$ cat src/rtl/qdec_pkg.sv
package qdec_pkg;
  typedef enum logic [1:0] {
    QM_DIRCLK = 2'b00,
    QM_X1     = 2'b01,
    QM_X2     = 2'b10,
    QM_X4     = 2'b11
  } qmode_e;
endpackage

$ cat src/rtl/qdec_prescaler.sv
module qdec_prescaler #(
  parameter int W = 8
) (
  input  logic         clk,
  input  logic         rst_n,
  input  logic [W-1:0] presc,
  output logic         tick
);
  logic [W-1:0] cnt;

  // >= keeps the divider safe when presc is lowered below the running count
  assign tick = (cnt >= presc);

  always_ff @(posedge clk or negedge rst_n) begin
    if (!rst_n)    cnt <= '0;
    else if (tick) cnt <= '0;
    else           cnt <= cnt + 1'b1;
  end

  AST_TICK_GAP: assert property (@(posedge clk) disable iff (!rst_n)
    tick |=> (presc == '0 || !tick));
endmodule

$ cat src/rtl/qdec_filter.sv
module qdec_filter #(
  parameter int SYNC = 2
) (
  input  logic clk,
  input  logic rst_n,
  input  logic tick,
  input  logic din,
  output logic dout
);
  logic [SYNC-1:0] sync_q;
  logic            samp_q;
  logic            s;

  always_ff @(posedge clk or negedge rst_n) begin
    if (!rst_n) sync_q <= '0;
    else        sync_q <= {sync_q[SYNC-2:0], din};
  end

  assign s = sync_q[SYNC-1];

  // accept a level only when two consecutive ticks agree on it
  always_ff @(posedge clk or negedge rst_n) begin
    if (!rst_n) begin
      samp_q <= 1'b0;
      dout   <= 1'b0;
    end else if (tick) begin
      samp_q <= s;
      if (s == samp_q) dout <= s;
    end
  end

  AST_FILT_HOLD: assert property (@(posedge clk) disable iff (!rst_n)
    !tick |=> $stable(dout));
endmodule

$ cat src/rtl/qdec_decoder.sv
module qdec_decoder
  import qdec_pkg::*;
(
  input  logic   clk,
  input  logic   rst_n,
  input  qmode_e mode,
  input  logic   fa,
  input  logic   fb,
  input  logic   err_clr,
  output logic   count_en,
  output logic   count_up,
  output logic   err_flag
);
  logic fa_d, fb_d;
  logic chg_a, chg_b, quad, illegal;
  logic hit, dir_up;

  assign chg_a   = fa ^ fa_d;
  assign chg_b   = fb ^ fb_d;
  assign quad    = (mode != QM_DIRCLK);
  assign illegal = quad & chg_a & chg_b;

  always_comb begin
    hit    = 1'b0;
    dir_up = 1'b0;
    unique case (mode)
      QM_DIRCLK: begin
        hit    = chg_a & fa;
        dir_up = ~fb;
      end
      QM_X1: begin
        hit    = chg_a & fa & ~chg_b;
        dir_up = ~fb;
      end
      QM_X2: begin
        hit    = chg_a & ~chg_b;
        dir_up = fa ^ fb;
      end
      QM_X4: begin
        hit    = chg_a ^ chg_b;
        dir_up = chg_a ? (fa ^ fb) : ~(fa ^ fb);
      end
      default: ;
    endcase
  end

  always_ff @(posedge clk or negedge rst_n) begin
    if (!rst_n) begin
      fa_d     <= 1'b0;
      fb_d     <= 1'b0;
      count_en <= 1'b0;
      count_up <= 1'b0;
      err_flag <= 1'b0;
    end else begin
      fa_d     <= fa;
      fb_d     <= fb;
      count_en <= hit;
      count_up <= dir_up;
      if (illegal)      err_flag <= 1'b1;
      else if (err_clr) err_flag <= 1'b0;
    end
  end

  AST_ILLEGAL_NO_COUNT: assert property (@(posedge clk) disable iff (!rst_n)
    illegal |=> (err_flag && !count_en));
  AST_ERR_HOLD: assert property (@(posedge clk) disable iff (!rst_n)
    (err_flag && !err_clr) |=> err_flag);
  AST_X1_RISE_ONLY: assert property (@(posedge clk) disable iff (!rst_n)
    (count_en && mode == QM_X1 && $past(mode) == QM_X1) |-> fa_d);
  AST_DIRCLK_DIR: assert property (@(posedge clk) disable iff (!rst_n)
    (count_en && mode == QM_DIRCLK && $past(mode) == QM_DIRCLK) |-> (count_up == !fb_d));
endmodule

$ cat src/rtl/quad_input_decoder.sv
module quad_input_decoder
  import qdec_pkg::*;
#(
  parameter int PRESC_W     = 8,
  parameter int SYNC_STAGES = 2
) (
  input  logic               clk,
  input  logic               rst_n,
  input  logic               enc_a,
  input  logic               enc_b,
  input  logic [1:0]         mode,
  input  logic [PRESC_W-1:0] presc,
  input  logic               err_clr,
  output logic               count_en,
  output logic               count_up,
  output logic               err_flag
);
  localparam int NCH = 2;

  logic           tick;
  logic [NCH-1:0] raw, clean;

  assign raw = {enc_b, enc_a};

  qdec_prescaler #(.W(PRESC_W)) u_presc (
    .clk   (clk),
    .rst_n (rst_n),
    .presc (presc),
    .tick  (tick)
  );

  for (genvar ch = 0; ch < NCH; ch++) begin : g_filt
    qdec_filter #(.SYNC(SYNC_STAGES)) u_filt (
      .clk   (clk),
      .rst_n (rst_n),
      .tick  (tick),
      .din   (raw[ch]),
      .dout  (clean[ch])
    );
  end

  qdec_decoder u_dec (
    .clk      (clk),
    .rst_n    (rst_n),
    .mode     (qmode_e'(mode)),
    .fa       (clean[0]),
    .fb       (clean[1]),
    .err_clr  (err_clr),
    .count_en (count_en),
    .count_up (count_up),
    .err_flag (err_flag)
  );

  AST_RESET_QUIET: assert property (@(posedge clk)
    !rst_n |=> (!err_flag || !rst_n));
endmodule

$ cat config.mk
export PLATFORM = sky130hd
export DESIGN_NAME = quad_input_decoder
export DESIGN_NICKNAME = d
export VERILOG_FILES = /design/src/rtl/qdec_pkg.sv /design/src/rtl/qdec_prescaler.sv /design/src/rtl/qdec_filter.sv /design/src/rtl/qdec_decoder.sv /design/src/rtl/quad_input_decoder.sv
export SDC_FILE = /design/constraint.sdc
export NUM_CORES = 1
export LEC_CHECK = 0
export BUFFER_PORTS_ARGS = -buffer_cell sky130_fd_sc_hd__buf_4
export CORE_ASPECT_RATIO = 0.6
export CORE_MARGIN = 8
export CORE_UTILIZATION = 44
export CTS_BUF_LIST = sky130_fd_sc_hd__clkbuf_8
export DETAILED_ROUTE_END_ITERATION = 8
export GPL_ROUTABILITY_DRIVEN = 0
export GPL_TIMING_DRIVEN = 0
export HOLD_SLACK_MARGIN = 0.02
export PLACE_DENSITY = 0.67
export RECOVER_POWER = 50
export SYNTH_ARGS = -nofsm -noshare
export SYNTH_HDL_FRONTEND = slang
export SYNTH_HIERARCHICAL = 1
export SYNTH_SLANG_ARGS = --single-unit
export TNS_END_PERCENT = 100
$ cat constraint.sdc
create_clock -name clk -period 2.01 [get_ports clk]
set_input_delay 0.201 -clock clk [delete_from_list [all_inputs] [get_ports clk]]
set_output_delay 0.201 -clock clk [all_outputs]
set_load 0.005 [all_outputs]
==> results of run 1 <==
metal layers:
metal,part of all wire (%),wire [microns],vias up,global-route usage [%]
met4,0.84,17,0,2.736
met3,5.4,109,3,4.355
met2,44,879,12,13.79
met5,0,0,-,0
li1,-,-,400,-
met1,50,1010,378,12.36
power groups by stage:
stage / Sequential [uW] / Combinational, uW / Clock (uW)
after floorplan: 650 / 466 / 0
after global placement: 670 / 578 / 0
after detailed placement: 676 / 598 / 0
after CTS: 667 / 613 / 290
after global routing: 690 / 755 / 309
final: 668 / 661 / 275
logic make-up (layout without fill, tap and decap cells):
kind of cell | after synthesis | count (layout)
multiplexers | 2 | 2
XOR/XNOR | 9 | 9
AND/OR/NAND/NOR | 26 | 26
flip-flops | 21 | 21
AO/OA/AOI/OAI | 15 | 16
buffers and inverters | 15 | 41
adder cells (fa/ha/maj) | 13 | 13
critical path, stage by stage, from the launching register on:
cell and delay, ns:
dfrtp_2 0.44, ha_1 0.28, o21a_1 0.17, o211ai_1 0.38, o21ai_4 0.13, a21o_1 0.19
a22o_1 0.22
final cells by class:
| type | count | area [sq um] |
|---|---|---|
| Fill cell | 230 | 1064 |
| Multi-Input combinational cell | 66 | 605.6 |
| Sequential cell | 21 | 526.8 |
| Timing Repair Buffer | 22 | 163.9 |
| Inverter | 15 | 56.30 |
| Clock buffer | 3 | 41.29 |
| Tap cell | 32 | 40.04 |
| Clock inverter | 1 | 7.507 |
metrics by stage:
| stage | hold slack (ns) | setup WS (ns) | total power, uW | area, sq um | utilization, % |
|---|---|---|---|---|---|
| floorplan | -0.09459 | 0.1449 | 1116 | 1159 | - |
| global placement | 0.09664 | 0.002091 | 1248 | 1326 | 52.95 |
| detailed placement | 0.09511 | -0.02708 | 1274 | 1326 | 52.95 |
| CTS | 0.03211 | 0.01054 | 1570 | 1393 | 55.59 |
| global route | 0.04311 | -0.003933 | 1754 | 1441 | 57.54 |
| finish | 0.06521 | 0.08655 | 1604 | 1441 | 57.54 |
placed cells by master, fill, tap and decap left out, types with 2 or more instances in the layout:
cell type  count
dfrtp_1       20
buf_4         18
inv_1         15
ha_1          13
nor2_1         8
xnor2_1        4
nand3_1        4
xor2_1         4
clkbuf_8       3
a21o_1         3
nand2b_1       3
mux2_2         2
a22o_1         2
clkbuf_4       2
nand2_1        2
and3_1         2
worst max-delay path by stage:
| stage | start | end | slack (ns) | cells past startpoint |
|---|---|---|---|---|
| floorplan | u_presc/cnt[0] | g_filt[1].u_filt/dout | 0.14 | 7 |
| global placement | u_presc/cnt[6] | g_filt[1].u_filt/samp_q | 0.002 | 5 |
| detailed placement | u_presc/cnt[7] | g_filt[0].u_filt/samp_q | -0.03 | 5 |
| CTS | u_presc/cnt[0] | g_filt[1].u_filt/dout | 0.01 | 7 |
| global route | u_presc/cnt[7] | g_filt[1].u_filt/dout | -0.004 | 6 |
| finish | u_presc/cnt[2] | g_filt[1].u_filt/dout | 0.09 | 6 |
registers in the layout (all words and copies together) (netlist names):
| name | cells |
|---|---|
| u_dec/fa_d | 1 |
| u_dec/count_up | 1 |
| g_filt.u_filt/sync_q | 4 |
| u_presc/cnt | 8 |
| u_dec/err_flag | 1 |
| g_filt.u_filt/dout | 2 |
| g_filt.u_filt/samp_q | 2 |
| u_dec/fb_d | 1 |
| u_dec/count_en | 1 |
timing repair:
item | in CTS | in global routing
endpoints found under the hold margin | 21 | 0
cloned | 0 | 1
endpoints found under the setup margin | 4 | 4
pin swaps | 0 | 3
buffers inserted | 0 | 4
hold buffers | 1 | 0
resized for setup | 1 | 3
==> impl_metrics.tcl, run 1 <==
set metrics [dict create \
    fmax_mhz 519.9 \
    ant_nets 0 \
    synth_top_flop_cell "dfrtp_1" \
    fin_nets 157 \
    syn-instance-count 101 \
    drc 0 \
    cts_tree "done" \
    instances_no_fill 160 \
    num_io_pins 18 \
    vias 793 \
    synth_cell_types 30 \
    maxSlewHeadroom_pct 28.12 \
    h-tree-depth 1 \
    hold_depth 1 \
    min_from "enc_b" \
    synth_edf_count 0 \
    rows 14 \
    clockBufferDepth 2 \
    setup_tns_ns 0 \
    yosys-top-cells-area "dfrtp_1 (45%), ha_1 (14%), inv_1 (4.9%), xnor2_1 (3.0%), xor2_1 (3.0%)" \
    p_per_area_nw_per_um2 1113 \
    cp_max_fo 6 \
    drive_gt1_share_pct 28.91 \
    crit_arrival_ns 2.08 \
    min_period_ns 1.923 \
    seq_area_frac_synth_pct 45.36 \
    wl_microns 2016 \
    synth-adder-area-share_pct 14.04 \
    die_y_microns 55.75 \
    cts_sinks 21 \
    cap_violations 0 \
    synth_top_family_by_area "adder cells" \
    synth_top_cell_by_area "dfrtp_1" \
    min_path_type "in2reg" \
    synth.area.mux_share_pct 1.944 \
    status "finished clean" \
    cts.reportedPaths.clkPinSlew_ns 0.07 \
    maxSlewViolCount 0 \
    r2r_start "u_presc/cnt[2]" \
    grt_max_degree 22 \
    die_w_microns 82.25 \
    port_buffers 17 \
    cellInternalPower_uw 1057 \
    synth_compound_area_share_pct 13.50 \
    antenna_found_initial 0 \
    r2r_end "g_filt[1].u_filt/dout" \
    power_switching_uw 546.7 \
    groute.usage.overall_pct 9.564 \
    pwr-share-clk_pct 17.1 \
    finClkSkew_ns 0.002437 \
    p_sw_share_pct 34.09 \
    r2r_setup_slack_ns 0.09 \
    globalRoute.totalOverflow 0 \
    vias_per_cell 4.956 \
    syn_area_per_cell_sq_um 11.47 \
    cts-root-buf "clkbuf_8" \
    critPathLaunchType "flop" \
    diodes 0 \
    period_share_pct 95.69 \
    synthArstFlopShare_pct 100.0 \
    critPathCaptureType "flop" \
    min_to "g_filt[1].u_filt/sync_q[0]" \
    setup_violations 0 \
    ir_worst_vdd_v 0.0005170 \
    grt_pass1_wl_microns 3470 \
    synthSimpleGateAreaFrac_pct 12.85 \
    grt_pass1_vias 801 \
    synthXorXnorAreaFrac_pct 7.451 \
    drt_iter0_drc 32 \
    reg2reg_depth 6 \
    synth_warnings 6 \
    syn_area_sq_um 1159 \
    dpl.cell_count 150 \
    syn2layout_area_growth_pct 24.41 \
    synth_commonest_cells "dfrtp_1 (21), inv_1 (15), ha_1 (13)" \
    setup.worst_path.class "reg2reg" \
    required_ns 2.17 \
    insertion_delay_ns 0.26 \
    ys_ff_latch 21 \
    start_util_pct 46.25 \
    final_hold_viol_count 0 \
    post_drt_wl_per_cell_microns 12.60 \
    synth.most_common_cell "dfrtp_1" \
    pwr-share-seq_pct 41.6 \
    worst_pin_slew_ns 1.078 \
    design.core.area_sq_um 2505 \
    drt_pass1_iterations 4 \
    dp_hpwl_microns 1539 \
    power_frac_comb_pct 41.2 \
    synth_nets 129 \
    synth.top_cell.area_share_pct 45.36 \
    die_area_sq_um 4585 \
    cts_buffers 3 \
    power_leakage_uw 0.0007214 \
]
Note: power is estimated with default switching activity, not from simulation.
==> inputs of run 2 (changes only) <==
--- a/config.mk
+++ b/config.mk
@@ -14,7 +14,7 @@
 export GPL_ROUTABILITY_DRIVEN = 0
 export GPL_TIMING_DRIVEN = 0
 export HOLD_SLACK_MARGIN = 0.02
-export PLACE_DENSITY = 0.67
+export PLACE_DENSITY = 0.72
 export RECOVER_POWER = 50
 export SYNTH_ARGS = -nofsm -noshare
 export SYNTH_HDL_FRONTEND = slang
==> constraint.sdc (replaced) <==
create_clock -name clk -period 2.01 [get_ports clk]
set_input_delay 0.5025 -clock clk [delete_from_list [all_inputs] [get_ports clk]]
set_output_delay 0.5025 -clock clk [all_outputs]
set_load 0.005 [all_outputs]
==> run 2 against run 1 <==
Via count up 4.0%. Largest power group is now combinational cells. Flip-flop and latch count is the same. Final cell count increased by 1.3%.
==> impl_metrics.tcl, run 2 (same netlist as run 1, synthesis figures left out) <==
set metrics [dict create \
    placed_cell_area_sq_um 1326 \
    fin_nets 159 \
    globalRoute.totalOverflow 0 \
    min_path_type "in2reg" \
    grt_pass1_vias 813 \
    reg2reg_depth 6 \
    vias 825 \
    design_area_sq_um 1461 \
    min_to "g_filt[0].u_filt/sync_q[0]" \
    rows 14 \
    cts-root-buf "clkbuf_8" \
    dpl_worst_slack_ns -0.2287 \
    die_area_sq_um 4585 \
    min_from "enc_a" \
    cap_violations 0 \
    design.core.area_sq_um 2505 \
    cts_hold_buf 0 \
    ir_worst_vdd_v 0.0005392 \
    port_buffers 17 \
    syn2layout_area_growth_pct 26.13 \
    power_switching_uw 563.8 \
    slowest_delay_ns 0.42 \
    pwr-share-seq_pct 40.9 \
    setup_slack_ns 0.01772 \
    drt_iter0_drc 30 \
    dp_hpwl_microns 1527 \
    fillers 207 \
    fmax_mhz 501.9 \
    top_regs "u_presc/cnt (8), g_filt.u_filt/sync_q (4)" \
    crit_arrival_ns 2.14 \
    critPathLaunchType "flop" \
    grt_pass1_wl_microns 3525 \
    r2r_end "g_filt[0].u_filt/dout" \
    cts.reportedPaths.clkPinSlew_ns 0.07 \
    setup.worst_path.class "reg2reg" \
    final_cell_mix "buf_4 (22), dfrtp_1 (21), inv_1 (16)" \
    registers.top_by_ff_count "u_presc/cnt" \
    setup_violations 0 \
    diodes 0 \
    cts_sinks 21 \
    ant_nets 0 \
    start_util_pct 46.25 \
    power_leakage_uw 0.0007375 \
    die_w_microns 82.25 \
    r2r_start "u_presc/cnt[6]" \
    status "finished clean" \
    period_share_pct 99.12 \
    min_period_ns 1.992 \
    pwr-share-clk_pct 16.1 \
    path_buf_inv 0 \
    antenna_found_initial 0 \
    critical_path.cell_chain "ha_1 -> and3_2 -> a221oi_4 -> o21ai_4 -> a21o_1 -> a22o_1" \
    required_ns 2.16 \
    hold_depth 1 \
    vias_per_cell 5.093 \
    final_hold_viol_count 0 \
    critPathTopFamily "compound AO/OA/AOI/OAI gates" \
    critPathCaptureType "flop" \
    cts_tree "done" \
    worst_pin_slew_ns 1.069 \
    largest_reg_flops 8 \
    mostFrequentLayoutCell "buf_4" \
    p_sw_share_pct 34.53 \
    p_total_uw 1633 \
    drive_gt1_share_pct 30.00 \
    maxSlewViolCount 0 \
    p_per_area_nw_per_um2 1118 \
    post_drt_wl_per_cell_microns 13.87 \
    setup_tns_ns 0 \
    cts_buffers 3 \
    cellInternalPower_uw 1069 \
    insertion_delay_ns 0.26 \
    r2r_setup_slack_ns 0.02 \
    cp_max_fo 6 \
    h-tree-depth 1 \
    drc 0 \
    clockBufferDepth 2 \
    cp_slowest_cell "dfrtp_1" \
    finClkSkew_ns 0.004054 \
    num_io_pins 18 \
    drt_pass1_iterations 4 \
    die_y_microns 55.75 \
    power_frac_comb_pct 42.9 \
    grt_max_degree 22 \
    groute.usage.overall_pct 9.653 \
    maxSlewHeadroom_pct 28.71 \
    wl_microns 2247 \
]
## run 2: worst register-to-register path, cell delays in order (launching register included)
cell	delay [ns]
dfrtp_1	0.42
ha_1	0.31
and3_2	0.26
a221oi_4	0.32
o21ai_4	0.15
a21o_1	0.21
a22o_1	0.22
## run 2: per-stage QoR
stage | util (%) | hold WS [ns] | std cells
final | 58.34 | 0.3515 | 162
after global routing | 58.34 | 0.3404 | 162
after CTS | 55.05 | 0.1141 | 154
after detailed placement | 52.95 | 0.3380 | 150
after global placement | 52.95 | 0.3362 | 150
after floorplan | - | 0.2069 | 101
## run 2: timing repair
item / in CTS / in global routing
setup endpoints to repair: 4 / 4
setup buffers: 0 / 7
gates resized for setup: 1 / 3
cloned: 0 / 1
pin swaps: 1 / 4
## run 2: area by class of cell
cell class,instances,area (sq um),area share (%)
Clock buffer,3,41.29,2.825
Clock inverter,1,3.754,0.2568
Inverter,15,56.30,3.853
Multi-Input combinational cell,66,618.1,42.29
Sequential cell,21,525.5,35.96
Tap cell,32,40.04,2.740
Timing Repair Buffer,24,176.4,12.07
## run 2: worst max-delay path by stage
stage / from / end / slack [ns] / cells past startpoint
after global placement: presc[7] / g_filt[1].u_filt/samp_q / -0.17 / 7
after global routing: u_presc/cnt[6] / g_filt[0].u_filt/dout / -0.04 / 6
final: u_presc/cnt[6] / g_filt[0].u_filt/dout / 0.02 / 6
after floorplan: presc[6] / g_filt[1].u_filt/dout / 0.02 / 7
after CTS: u_presc/cnt[6] / g_filt[0].u_filt/dout / 0.001 / 6
after detailed placement: presc[7] / g_filt[1].u_filt/samp_q / -0.23 / 7
## run 2: layer usage
metal	up-vias	share of wire, %	GRT usage [%]
met3	8	4.7	4.516
met4	0	2.7	2.239
li1	410	-	-
met5	-	0	0
met1	394	45	11.47
met2	13	47	15.24
## run 2: power groups by stage
| stage | clock, uW | sequential (uW) | combinational (uW) |
|---|---|---|---|
| finish | 264 | 669 | 701 |
| global route | 288 | 691 | 776 |
| floorplan | 0 | 650 | 466 |
| CTS | 273 | 669 | 619 |
| detailed placement | 0 | 675 | 601 |
| global placement | 0 | 669 | 573 |
==> inputs of run 3 (changes only) <==
--- a/config.mk
+++ b/config.mk
@@ -6,15 +6,17 @@
 export NUM_CORES = 1
 export LEC_CHECK = 0
 export BUFFER_PORTS_ARGS = -buffer_cell sky130_fd_sc_hd__buf_4
+export CELL_PAD_IN_SITES_DETAIL_PLACEMENT = 1
+export CELL_PAD_IN_SITES_GLOBAL_PLACEMENT = 2
 export CORE_ASPECT_RATIO = 0.6
 export CORE_MARGIN = 8
-export CORE_UTILIZATION = 44
+export CORE_UTILIZATION = 34
 export CTS_BUF_LIST = sky130_fd_sc_hd__clkbuf_8
 export DETAILED_ROUTE_END_ITERATION = 8
 export GPL_ROUTABILITY_DRIVEN = 0
 export GPL_TIMING_DRIVEN = 0
 export HOLD_SLACK_MARGIN = 0.02
-export PLACE_DENSITY = 0.72
+export PLACE_DENSITY = 0.81
 export RECOVER_POWER = 50
 export SYNTH_ARGS = -nofsm -noshare
 export SYNTH_HDL_FRONTEND = slang
==> run 3 against run 2 <==
Count of clock-buffer cells in the layout stayed put. Die area is 22% higher. Clock skew is 0.0032 ns lower. Sequential power hardly changed. Final area is 1.2% lower. Worst setup slack better by 0.074 ns. Register-to-register slack better by 0.07 ns. Maximum frequency is 3.9% higher. Clock power hardly changed. Critical endpoint is now g_filt[1].u_filt/dout. Largest cell class unchanged. Largest power group is now sequential cells.
==> impl_metrics.tcl, run 3 (same netlist as run 1, synthesis figures left out) <==
set metrics [dict create \
    crit_start "u_presc/cnt[0]" \
    path_depth 7 \
    critPathTopFamily "compound AO/OA/AOI/OAI gates" \
    cts.reportedPaths.clkPinSlew_ns 0.07 \
    clockBufferDepth 2 \
    fin_nets 158 \
    hold_depth 1 \
    drt_pass1_iterations 4 \
    fmax_mhz 521.4 \
    grt_max_degree 22 \
    cp_max_fo 7 \
    cts_buffers 3 \
    ir_worst_vdd_v 0.0003836 \
    cts_tree "done" \
    vias 788 \
    vias_per_cell 4.529 \
    instances_no_fill 174 \
    final_hold_viol_count 0 \
    path_buf_inv 1 \
    min_period_ns 1.918 \
    diodes 0 \
    cts_sinks 21 \
    antenna_found_initial 0 \
    r2r_setup_slack_ns 0.09 \
    required_ns 2.15 \
    maxSlewHeadroom_pct 25.40 \
    grt_pass1_vias 841 \
    die_y_microns 61.22 \
    insertion_delay_ns 0.25 \
    critPathLaunchType "flop" \
    mostFrequentLayoutCell "buf_4" \
    crit_arrival_ns 2.06 \
    drive_gt1_share_pct 27.91 \
    port_buffers 17 \
    rows 16 \
    die_area_sq_um 5593 \
    r2r_start "u_presc/cnt[0]" \
    die_w_microns 91.36 \
    worst_pin_slew_ns 1.119 \
    status "finished clean" \
    cts-root-buf "clkbuf_8" \
    dp_hpwl_microns 1751 \
    placed_cell_area_sq_um 1343 \
    p_per_area_nw_per_um2 1102 \
    reg2reg_depth 7 \
    h-tree-depth 1 \
    num_io_pins 18 \
    p_total_uw 1591 \
    groute.usage.overall_pct 8.926 \
    top_regs "u_presc/cnt (8), g_filt.u_filt/sync_q (4)" \
    setup.worst_path.class "reg2reg" \
    final_cell_mix "buf_4 (23), dfrtp_1 (21), inv_1 (16)" \
    cap_violations 0 \
    grt_pass1_wl_microns 4002 \
    design.core.area_sq_um 3263 \
    min_path_type "in2reg" \
    syn2layout_area_growth_pct 24.62 \
    largest_reg_flops 8 \
    finClkSkew_ns 0.0008658 \
    r2r_end "g_filt[1].u_filt/dout" \
    start_util_pct 35.51 \
    critPathCaptureType "flop" \
    slowest_delay_ns 0.40 \
    globalRoute.totalOverflow 0 \
    maxSlewViolCount 0 \
    registers.top_by_ff_count "u_presc/cnt" \
    grt_setup_unrepaired "false" \
    wl_microns 2209 \
    setup_violations 0 \
    cp-endpoint "g_filt[1].u_filt/dout" \
    ant_nets 0 \
    design_area_sq_um 1444 \
    critical_path.cell_chain "inv_1 -> ha_1 -> nand2b_4 -> a2111oi_4 -> o21ai_4 -> a21o_1 -> a22o_1" \
    period_share_pct 95.43 \
    dpl.cell_count 163 \
    post_drt_wl_per_cell_microns 12.70 \
    drc 0 \
    cp_slowest_cell "dfrtp_1" \
    power_leakage_uw 0.0007373 \
    drt_iter0_drc 24 \
]
-- run 3: area by class of cell --
| type | instances | area (sq um) |
|---|---|---|
| repair buffers | 24 | 176.4 |
| clock inverters | 1 | 3.754 |
| multi-input cells | 65 | 584.3 |
| well taps | 45 | 56.30 |
| flip-flops and latches | 21 | 525.5 |
| clock buffers | 3 | 41.29 |
| inverters | 15 | 56.30 |
| fillers | 361 | 1819 |
-- run 3: per-stage QoR --
step | TNS (ns) | hold WS, ns | worst slack [ns] | utilization, %
2_1_floorplan | 0 | 0.2069 | 0.01907 | -
3_3_place_gp | -0.7674 | 0.3348 | -0.1928 | 41.14
3_5_place_dp | -0.9360 | 0.3370 | -0.2410 | 41.14
4_1_cts | 0 | 0.1247 | 0.03130 | 43.44
5_1_grt | 0 | 0.3326 | 0.005074 | 44.25
6_report | 0 | 0.3511 | 0.09194 | 44.25
-- run 3: worst register-to-register path, delay by kind of cell (launching register included) --
| family | cells | cell delay (ns) |
|---|---|---|
| DFF | 1 | 0.40 |
| adders and majority gates | 1 | 0.26 |
| AOI/OAI and AO/OA | 4 | 0.93 |
| buffers and inverters | 1 | 0.06 |
| and+or+nand+nor | 1 | 0.15 |
-- run 3: repair_timing --
item / 4_1_cts / 5_1_grt
resized for setup: 1 / 0
pin swaps: 0 / 2
hold buffers: 0 / 0
endpoints found under the setup margin: 4 / 3
setup buffers: 3 / 4
-- run 3: power by group --
group / switching [uW] / internal, uW / total [uW]
Combinational: 296 / 364 / 661
Clock: 127 / 136 / 263
Sequential: 117 / 551 / 668
-- run 3: worst min-delay path by stage --
stage	to	start	slack (ns)
after global placement	g_filt[0].u_filt/sync_q[1]	g_filt[0].u_filt/sync_q[0]	0.33
final	g_filt[1].u_filt/sync_q[0]	enc_b	0.35
after CTS	g_filt[1].u_filt/samp_q	rst_n	0.12
after global routing	g_filt[0].u_filt/sync_q[0]	enc_a	0.33
after detailed placement	g_filt[1].u_filt/sync_q[1]	g_filt[1].u_filt/sync_q[0]	0.34
after floorplan	g_filt[0].u_filt/dout	rst_n	0.21
-- run 3: routing by layer --
layer	part of all wire [%]	up-vias	track usage, %
met5	0	-	0
met1	50	384	11.75
met3	3.5	0	2.920
met2	46	6	14.58
met4	0	0	0.6928
li1	-	398	-
